## src/rtl/kwd_pkg.sv

```systemverilog
package kwd_pkg;
  typedef enum logic [1:0] {
    UL_LOCKED = 2'd0,
    UL_HALF   = 2'd1,
    UL_OPEN   = 2'd2
  } unlock_e;

  localparam logic [2:0] AD_KEY1  = 3'd0;
  localparam logic [2:0] AD_KEY2  = 3'd1;
  localparam logic [2:0] AD_LIMIT = 3'd2;
  localparam logic [2:0] AD_ARM   = 3'd3;
  localparam logic [2:0] AD_STAT  = 3'd4;
  localparam logic [2:0] AD_CLR   = 3'd5;
  localparam logic [2:0] AD_CNT   = 3'd6;

  localparam int ARM_RUN_BIT = 0;
  localparam int ARM_RST_BIT = 1;
endpackage

```

## src/rtl/kwd_unlock.sv

```systemverilog
module kwd_unlock
  import kwd_pkg::*;
#(
  parameter int DATA_W = 16,
  parameter logic [DATA_W-1:0] KEY_A = 16'hBABA,
  parameter logic [DATA_W-1:0] KEY_B = 16'hEB10
) (
  input  logic              clk,
  input  logic              rst_n,
  input  logic              key1_wr,
  input  logic              key2_wr,
  input  logic              guard_wr,
  input  logic [DATA_W-1:0] wdata,
  output logic              is_open,
  output logic              deny
);
  unlock_e st_q, st_d;

  always_comb begin
    st_d = st_q;
    if (key1_wr) begin
      st_d = (wdata == KEY_A) ? UL_HALF : UL_LOCKED;
    end else if (key2_wr) begin
      st_d = (st_q == UL_HALF && wdata == KEY_B) ? UL_OPEN : UL_LOCKED;
    end else if (guard_wr) begin
      st_d = UL_LOCKED;
    end
  end

  always_ff @(posedge clk or negedge rst_n) begin
    if (!rst_n) st_q <= UL_LOCKED;
    else        st_q <= st_d;
  end

  assign is_open = (st_q == UL_OPEN);
  assign deny    = guard_wr && (st_q != UL_OPEN);

  // one guarded write uses up the unlock
  p_one_shot_r2: assert property (@(posedge clk) disable iff (!rst_n)
    guard_wr |=> (st_q == UL_LOCKED));

  // the open state is only reached through a correct second key
  p_open_via_key_r2: assert property (@(posedge clk) disable iff (!rst_n)
    (key2_wr && !(st_q == UL_HALF && wdata == KEY_B)) |=> (st_q != UL_OPEN));

  // a wrong first key locks
  p_bad_key_r3: assert property (@(posedge clk) disable iff (!rst_n)
    (key1_wr && wdata != KEY_A) |=> (st_q == UL_LOCKED));
endmodule

```

## src/rtl/kwd_counter.sv

```systemverilog
module kwd_counter #(
  parameter int CNT_W = 16
) (
  input  logic             clk,
  input  logic             rst_n,
  input  logic             run,
  input  logic             tick,
  input  logic             clr,
  input  logic [CNT_W-1:0] limit,
  output logic [CNT_W-1:0] count,
  output logic             hit
);
  logic [CNT_W-1:0] cnt_q, cnt_d, cnt_inc;
  logic             step;

  assign step    = run && tick;
  assign cnt_inc = cnt_q + {{(CNT_W-1){1'b0}}, 1'b1};

  always_comb begin
    cnt_d = cnt_q;
    if (clr)       cnt_d = '0;
    else if (step) cnt_d = cnt_inc;
  end

  always_ff @(posedge clk or negedge rst_n) begin
    if (!rst_n) cnt_q <= '0;
    else        cnt_q <= cnt_d;
  end

  assign hit   = step && !clr && (cnt_inc == limit);
  assign count = cnt_q;

  // hold when not stepping
  p_hold_r5: assert property (@(posedge clk) disable iff (!rst_n)
    (!clr && !(run && tick)) |=> $stable(count));

  // advance by one on a step
  p_step_r5: assert property (@(posedge clk) disable iff (!rst_n)
    (!clr && run && tick) |=> (count == $past(count) + 1'b1));

  // clear wins
  p_clear_r6: assert property (@(posedge clk) disable iff (!rst_n)
    clr |=> (count == '0));
endmodule

```

## src/rtl/kwd_pulse.sv

```systemverilog
module kwd_pulse #(
  parameter int LEN = 16
) (
  input  logic clk,
  input  logic rst_n,
  input  logic trig,
  output logic active
);
  localparam int PW = $clog2(LEN + 1);
  localparam logic [PW-1:0] LEN_V = PW'(LEN);

  logic [PW-1:0] left_q, left_d;

  always_comb begin
    left_d = left_q;
    if (left_q != '0)  left_d = left_q - {{(PW-1){1'b0}}, 1'b1};
    else if (trig)     left_d = LEN_V;
  end

  always_ff @(posedge clk or negedge rst_n) begin
    if (!rst_n) left_q <= '0;
    else        left_q <= left_d;
  end

  assign active = (left_q != '0);

  // a pulse always starts from its full length
  p_start_full_r8: assert property (@(posedge clk) disable iff (!rst_n)
    $rose(active) |-> (left_q == LEN_V));

  // a running pulse only counts down
  p_countdown_r8: assert property (@(posedge clk) disable iff (!rst_n)
    (left_q != '0) |=> (left_q == $past(left_q) - 1'b1));
endmodule

```

## src/rtl/keyed_watchdog.sv

```systemverilog
module keyed_watchdog
  import kwd_pkg::*;
#(
  parameter int DATA_W    = 16,
  parameter int CNT_W     = 16,
  parameter int PULSE_LEN = 16,
  parameter logic [DATA_W-1:0] KEY_A = 16'hBABA,
  parameter logic [DATA_W-1:0] KEY_B = 16'hEB10
) (
  input  logic              clk,
  input  logic              rst_n,
  input  logic              tick,
  input  logic              bus_wr,
  input  logic [2:0]        bus_addr,
  input  logic [DATA_W-1:0] bus_wdata,
  output logic [DATA_W-1:0] bus_rdata,
  output logic              wdt_irq,
  output logic              wdt_rst
);
  localparam int ARM_W = 2;

  logic             key1_wr, key2_wr, guard_wr, is_open, deny, accept;
  logic [CNT_W-1:0] limit_q, limit_d, count;
  logic [ARM_W-1:0] arm_q, arm_d;
  logic             evt_q, evt_d, err_q, err_d;
  logic             hit, clr;

  assign key1_wr  = bus_wr && (bus_addr == AD_KEY1);
  assign key2_wr  = bus_wr && (bus_addr == AD_KEY2);
  assign guard_wr = bus_wr && (bus_addr == AD_LIMIT || bus_addr == AD_ARM ||
                               bus_addr == AD_STAT  || bus_addr == AD_CLR);
  assign accept   = guard_wr && is_open;
  assign clr      = accept && (bus_addr == AD_CLR);

  kwd_unlock #(.DATA_W(DATA_W), .KEY_A(KEY_A), .KEY_B(KEY_B)) u_unlock (
    .clk(clk), .rst_n(rst_n), .key1_wr(key1_wr), .key2_wr(key2_wr),
    .guard_wr(guard_wr), .wdata(bus_wdata), .is_open(is_open), .deny(deny)
  );

  kwd_counter #(.CNT_W(CNT_W)) u_counter (
    .clk(clk), .rst_n(rst_n), .run(arm_q[ARM_RUN_BIT]), .tick(tick),
    .clr(clr), .limit(limit_q), .count(count), .hit(hit)
  );

  kwd_pulse #(.LEN(PULSE_LEN)) u_pulse (
    .clk(clk), .rst_n(rst_n), .trig(hit && arm_q[ARM_RST_BIT]), .active(wdt_rst)
  );

  always_comb begin
    limit_d = limit_q;
    arm_d   = arm_q;
    evt_d   = evt_q;
    err_d   = err_q | deny;
    if (accept && bus_addr == AD_LIMIT) limit_d = bus_wdata[CNT_W-1:0];
    if (accept && bus_addr == AD_ARM)   arm_d   = bus_wdata[ARM_W-1:0];
    if (accept && bus_addr == AD_STAT && !bus_wdata[0]) evt_d = 1'b0;
    if (hit) evt_d = 1'b1;
  end

  always_ff @(posedge clk or negedge rst_n) begin
    if (!rst_n) begin
      limit_q <= '1;
      arm_q   <= '0;
      evt_q   <= 1'b0;
      err_q   <= 1'b0;
    end else begin
      limit_q <= limit_d;
      arm_q   <= arm_d;
      evt_q   <= evt_d;
      err_q   <= err_d;
    end
  end

  always_comb begin
    bus_rdata = '0;
    case (bus_addr)
      AD_LIMIT: bus_rdata = DATA_W'(limit_q);
      AD_ARM:   bus_rdata = DATA_W'(arm_q);
      AD_STAT:  bus_rdata = DATA_W'({err_q, evt_q});
      AD_CNT:   bus_rdata = DATA_W'(count);
      default:  bus_rdata = '0;
    endcase
  end

  assign wdt_irq = evt_q;

  // the access-error flag is sticky
  p_err_sticky_r4: assert property (@(posedge clk) disable iff (!rst_n)
    err_q |=> err_q);

  // a denied write leaves the limit untouched
  p_deny_limit_r4: assert property (@(posedge clk) disable iff (!rst_n)
    deny |=> $stable(limit_q) && $stable(arm_q));

  // no reset pulse starts unless reset generation was armed
  p_rst_needs_arm_r8: assert property (@(posedge clk) disable iff (!rst_n)
    $rose(wdt_rst) |-> $past(arm_q[ARM_RST_BIT]));

  // the event only rises on a match
  p_evt_on_hit_r7: assert property (@(posedge clk) disable iff (!rst_n)
    $rose(evt_q) |-> $past(hit));
endmodule

```

## config.mk

```make
export PLATFORM = sky130hd
export DESIGN_NAME = keyed_watchdog
export DESIGN_NICKNAME = d
export VERILOG_FILES = /design/src/rtl/kwd_pkg.sv /design/src/rtl/kwd_unlock.sv /design/src/rtl/kwd_counter.sv /design/src/rtl/kwd_pulse.sv /design/src/rtl/keyed_watchdog.sv
export SDC_FILE = /design/constraint.sdc
export NUM_CORES = 1
export LEC_CHECK = 0
export ABC_CLOCK_PERIOD_IN_PS = 2410
export CAP_MARGIN = 20
export CORE_ASPECT_RATIO = 1.1
export CORE_MARGIN = 2
export CORE_UTILIZATION = 35
export DETAILED_ROUTE_END_ITERATION = 12
export DONT_BUFFER_PORTS = 1
export PLACE_DENSITY = 0.53
export SLEW_MARGIN = 20
export SYNTH_ARGS = -nofsm -noshare
export SYNTH_HDL_FRONTEND = slang
export SYNTH_SLANG_ARGS = --single-unit
```

## constraint.sdc

```tcl
create_clock -name clk -period 2.41 [get_ports clk]
set_clock_uncertainty 0.1 [all_clocks]
set_input_delay 0.1205 -clock clk [delete_from_list [all_inputs] [get_ports clk]]
set_output_delay 0.1205 -clock clk [all_outputs]
set_load 0.02 [all_outputs]
```

==> run_results.csv <==
group,metric,value,unit
logic_synthesis,synthesis.nets,331,
drt,wl,7.17,mm
critical_path,worstPathRequired,2.50,ns
place,place_inst,414,
global_routing,antenna_found_initial,0,
clocking,ctsRootBufferMaster,"clkbuf_8",
floorplanning,core-area,0.00800,mm²
logic_synthesis,ys_ff_latch,43,
global_routing,grt_pass1_wl,11.9,mm
floorplanning,die_area,0.00911,mm²
timing,grt_setup_unrepaired,"false",
timing,fin_setup_tns,0,ns
critical_path,arrival,2.41,ns
drt,ant_nets,0,
floorplanning,io_pins,41,
clocking,cts_buffers,5,
cells_and_area,nets,363,
critical_path,cp_top_family,"compound AO/OA/AOI/OAI gates",
pwr,p_clk_share,29.5,%
drt,vias,2345,
drt,wl_per_cell,16.0,µm
timing,drv_slew,0,
logic_synthesis,synth-edff-count,0,
critical_path,reg2regPathDepth,6,
cells_and_area,fillers,804,
pwr,swShare,30.1,%
global_routing,grt.total_usage,16.4,%
logic_synthesis,postSynth.asyncResetShare,100,%
floorplanning,fp.dieH,99.9,µm
logic_synthesis,ys_seq_area_share,37.5,%
critical_path,cp_cell_sequence,"nand3_1, a2111oi_2, a31oi_1, a2111oi_4, nand4_2, o21a_1",
clocking,clkTransAtPathRegs,0.09,ns
timing,period_share,96.1,%
critical_path,path_class,"reg -> reg",
clocking,cts.sinks,43,
drt,drc,0,
global_routing,grt_overflow,0,
floorplanning,num_rows,34,
pwr,p_leak,0.00137,µW
hold_path,worstHoldEndpoint,"u_unlock.st_q[1]",
clocking,ctsLongestPathBuffers,2,
flow_run,maxCapViolations,0,
critical_path,ff2ff_setup_slack,0.09,ns
place,dp_hpwl,5.27,mm
pwr,peakVddDrop,339,µV
hold_path,hp-start,"bus_addr[2]",
timing,max_slew_margin,57.2,%
logic_synthesis,netlist_instances,306,
logic_synthesis,synth_commonest_cells,"nor2_1 (41), nand2_1 (29), dfrtp_1 (27), xnor2_1 (24), mux2_2 (21)",
critical_path,path_max_fanout,9,
clocking,post_cts_buffers,0,
logic_synthesis,yosysTopAreaCellShare,23.1,%
critical_path,startpoint_type,"flop",
logic_synthesis,syn_area,0.00293,mm²
timing,worst_slew_pin_slew,0.636,ns
logic_synthesis,ys_top_cells_by_area,"dfrtp_1 (23%), dfstp_2 (14%), mux2_2 (8.1%)",
critical_path,cp_num_buf_inv,0,
cells_and_area,diodes,0,
critical_path,end_kind,"flop",
clocking,clk_latency,0.30,ns
timing,max_freq,432,MHz
cells_and_area,layout.cells.non_filler,447,
clocking,cts_tree,"yes",
floorplanning,start_util,36.6,%
timing,hold_violations,0,
timing,fin_crit,2.32,ns
pwr,p_seq_share,49.0,%
global_routing,grt_pass1_vias,2361,
place,gp_congestion,0.879,
cells_and_area,drive_gt1_share,25.1,%
logic_synthesis,synth.distinct_cells,55,
logic_synthesis,ys_warn_count,0,
place,port_buffers,0,
timing,setup_viol,0,
outcome,status,"finished clean",
critical_path,crit_slowest_cell,"dfrtp_1",
cells_and_area,syn_to_final_growth,18.0,%
logic_synthesis,synth_ff_type,"dfrtp_1",
pwr,p_switching,522,µW
global_routing,grt_max_degree,44,
critical_path,r2r-end,"u_pulse.left_q[1]",
drt,dr.first_iter.drc_count,177,
pwr,p_total,1740,µW
pwr,power.density,503,mW/mm²
clocking,htree_levels,2,
drt,avgViaCountPerCell,5.25,
logic_synthesis,syn_avg_cell_area,9.56,µm²
critical_path,slowest_delay,0.55,ns
hold_path,holdPathStages,3,
pwr,p_int,1210,µW
floorplanning,chipWidth,91.2,µm
drt,first_pass_iters,4,
logic_synthesis,yosysTopAreaCell,"dfrtp_1",
critical_path,r2r_start,"u_counter.count[2]",
pwr,p_comb_share,21.6,%
hold_path,hp-class,"in -> reg",
logic_synthesis,synth_most_common_cell,"nor2_1",
## through the flow
| stage | setup WS [ns] | util (%) | hold slack (ns) | instance area [µm²] |
|---|---|---|---|---|
| finish | 0.0934 | 43.2 | 0.0122 | 3450 |
| global route | 0.00166 | 43.2 | 0.0116 | 3450 |
| floorplan | 0.261 | - | -0.275 | 2930 |
| global placement | 0.138 | 38.4 | -0.274 | 3070 |
| detailed placement | 0.0461 | 38.4 | -0.274 | 3070 |
| CTS | 0.0186 | 42.9 | 0.00350 | 3430 |
## final cells by class
cell class	instances	area, µm²	area share (%)
sequential	43	1100	31.9
multi-input combinational	237	1690	48.9
clock inverter	2	15.0	0.435
inverter	8	30.0	0.870
timing repair buffer	43	403	11.7
tap	108	135	3.91
clock buffer	6	82.6	2.39
## power by group through the flow
stage | clock network (µW) | registers [µW] | logic [µW]
detailed placement | 0 | 857 | 318
global route | 558 | 859 | 422
CTS | 525 | 844 | 375
global placement | 0 | 854 | 313
floorplan | 0 | 834 | 285
finish | 512 | 850 | 375
## routing by layer
layer  vias up  part of all wire, %  GRT usage [%]
li1       1142                    -              -
met1      1136                   45           21.8
met2        61                   49           27.6
met3         6                  4.0           2.78
met4         0                  1.3           4.66
met5         -                    0              0
## flip-flops by register name, summed over array words and instances (netlist names)
name,count
arm_q,2
limit_q,16
u_pulse.left_q,5
wdt_irq,1
u_unlock.st_q,2
u_counter.count,16
err_q,1
## worst register-to-register path: cells and delay by family (launching register included)
family,cells,cell delay [ns]
AOI/OAI and AO/OA,4,1.14
DFF,1,0.55
and+or+nand+nor,2,0.44
## worst max path at each step
stage / start / end / slack, ns / cells past startpoint
2_1_floorplan: u_counter.count[1] / u_pulse.left_q[0] / 0.26 / 7
3_3_place_gp: u_counter.count[0] / u_pulse.left_q[1] / 0.14 / 7
3_5_place_dp: u_counter.count[0] / u_pulse.left_q[1] / 0.05 / 8
4_1_cts: u_counter.count[0] / u_pulse.left_q[1] / 0.02 / 8
5_1_grt: u_counter.count[8] / u_pulse.left_q[0] / 0.002 / 6
6_report: u_counter.count[2] / u_pulse.left_q[1] / 0.09 / 6
## cells by family (layout without fill, tap and decap cells)
kind of cell / after synthesis / count (layout) / synth area share [%]
AND/OR/NAND/NOR: 128 / 128 / 23.1
multiplexers: 36 / 36 / 13.2
buffers and inverters: 26 / 59 / 5.39
XOR/XNOR: 35 / 35 / 10.5
AO/OA/AOI/OAI: 36 / 36 / 9.49
adder cells (fa/ha/maj): 2 / 2 / 0.855
flip-flops: 43 / 43 / 37.5
## cells in the final DEF (no fill, tap or decap), drive strengths merged, types with 9 or more instances in the layout
cell,Yosys,routed
buf,15,19
dfrtp,27,27
dfstp,16,16
dlygate4sd3,0,24
inv,8,9
mux2,21,21
mux2i,15,15
nand2,29,29
nor2,41,41
nor3,12,12
xnor2,24,24
xor2,11,11
## what timing repair did
item,CTS,global route
hold buffers,25,0
hold endpoints to repair,67,0
gates resized for setup,0,6
endpoints found under the setup margin,0,4
(Power assumes the default switching activity.)
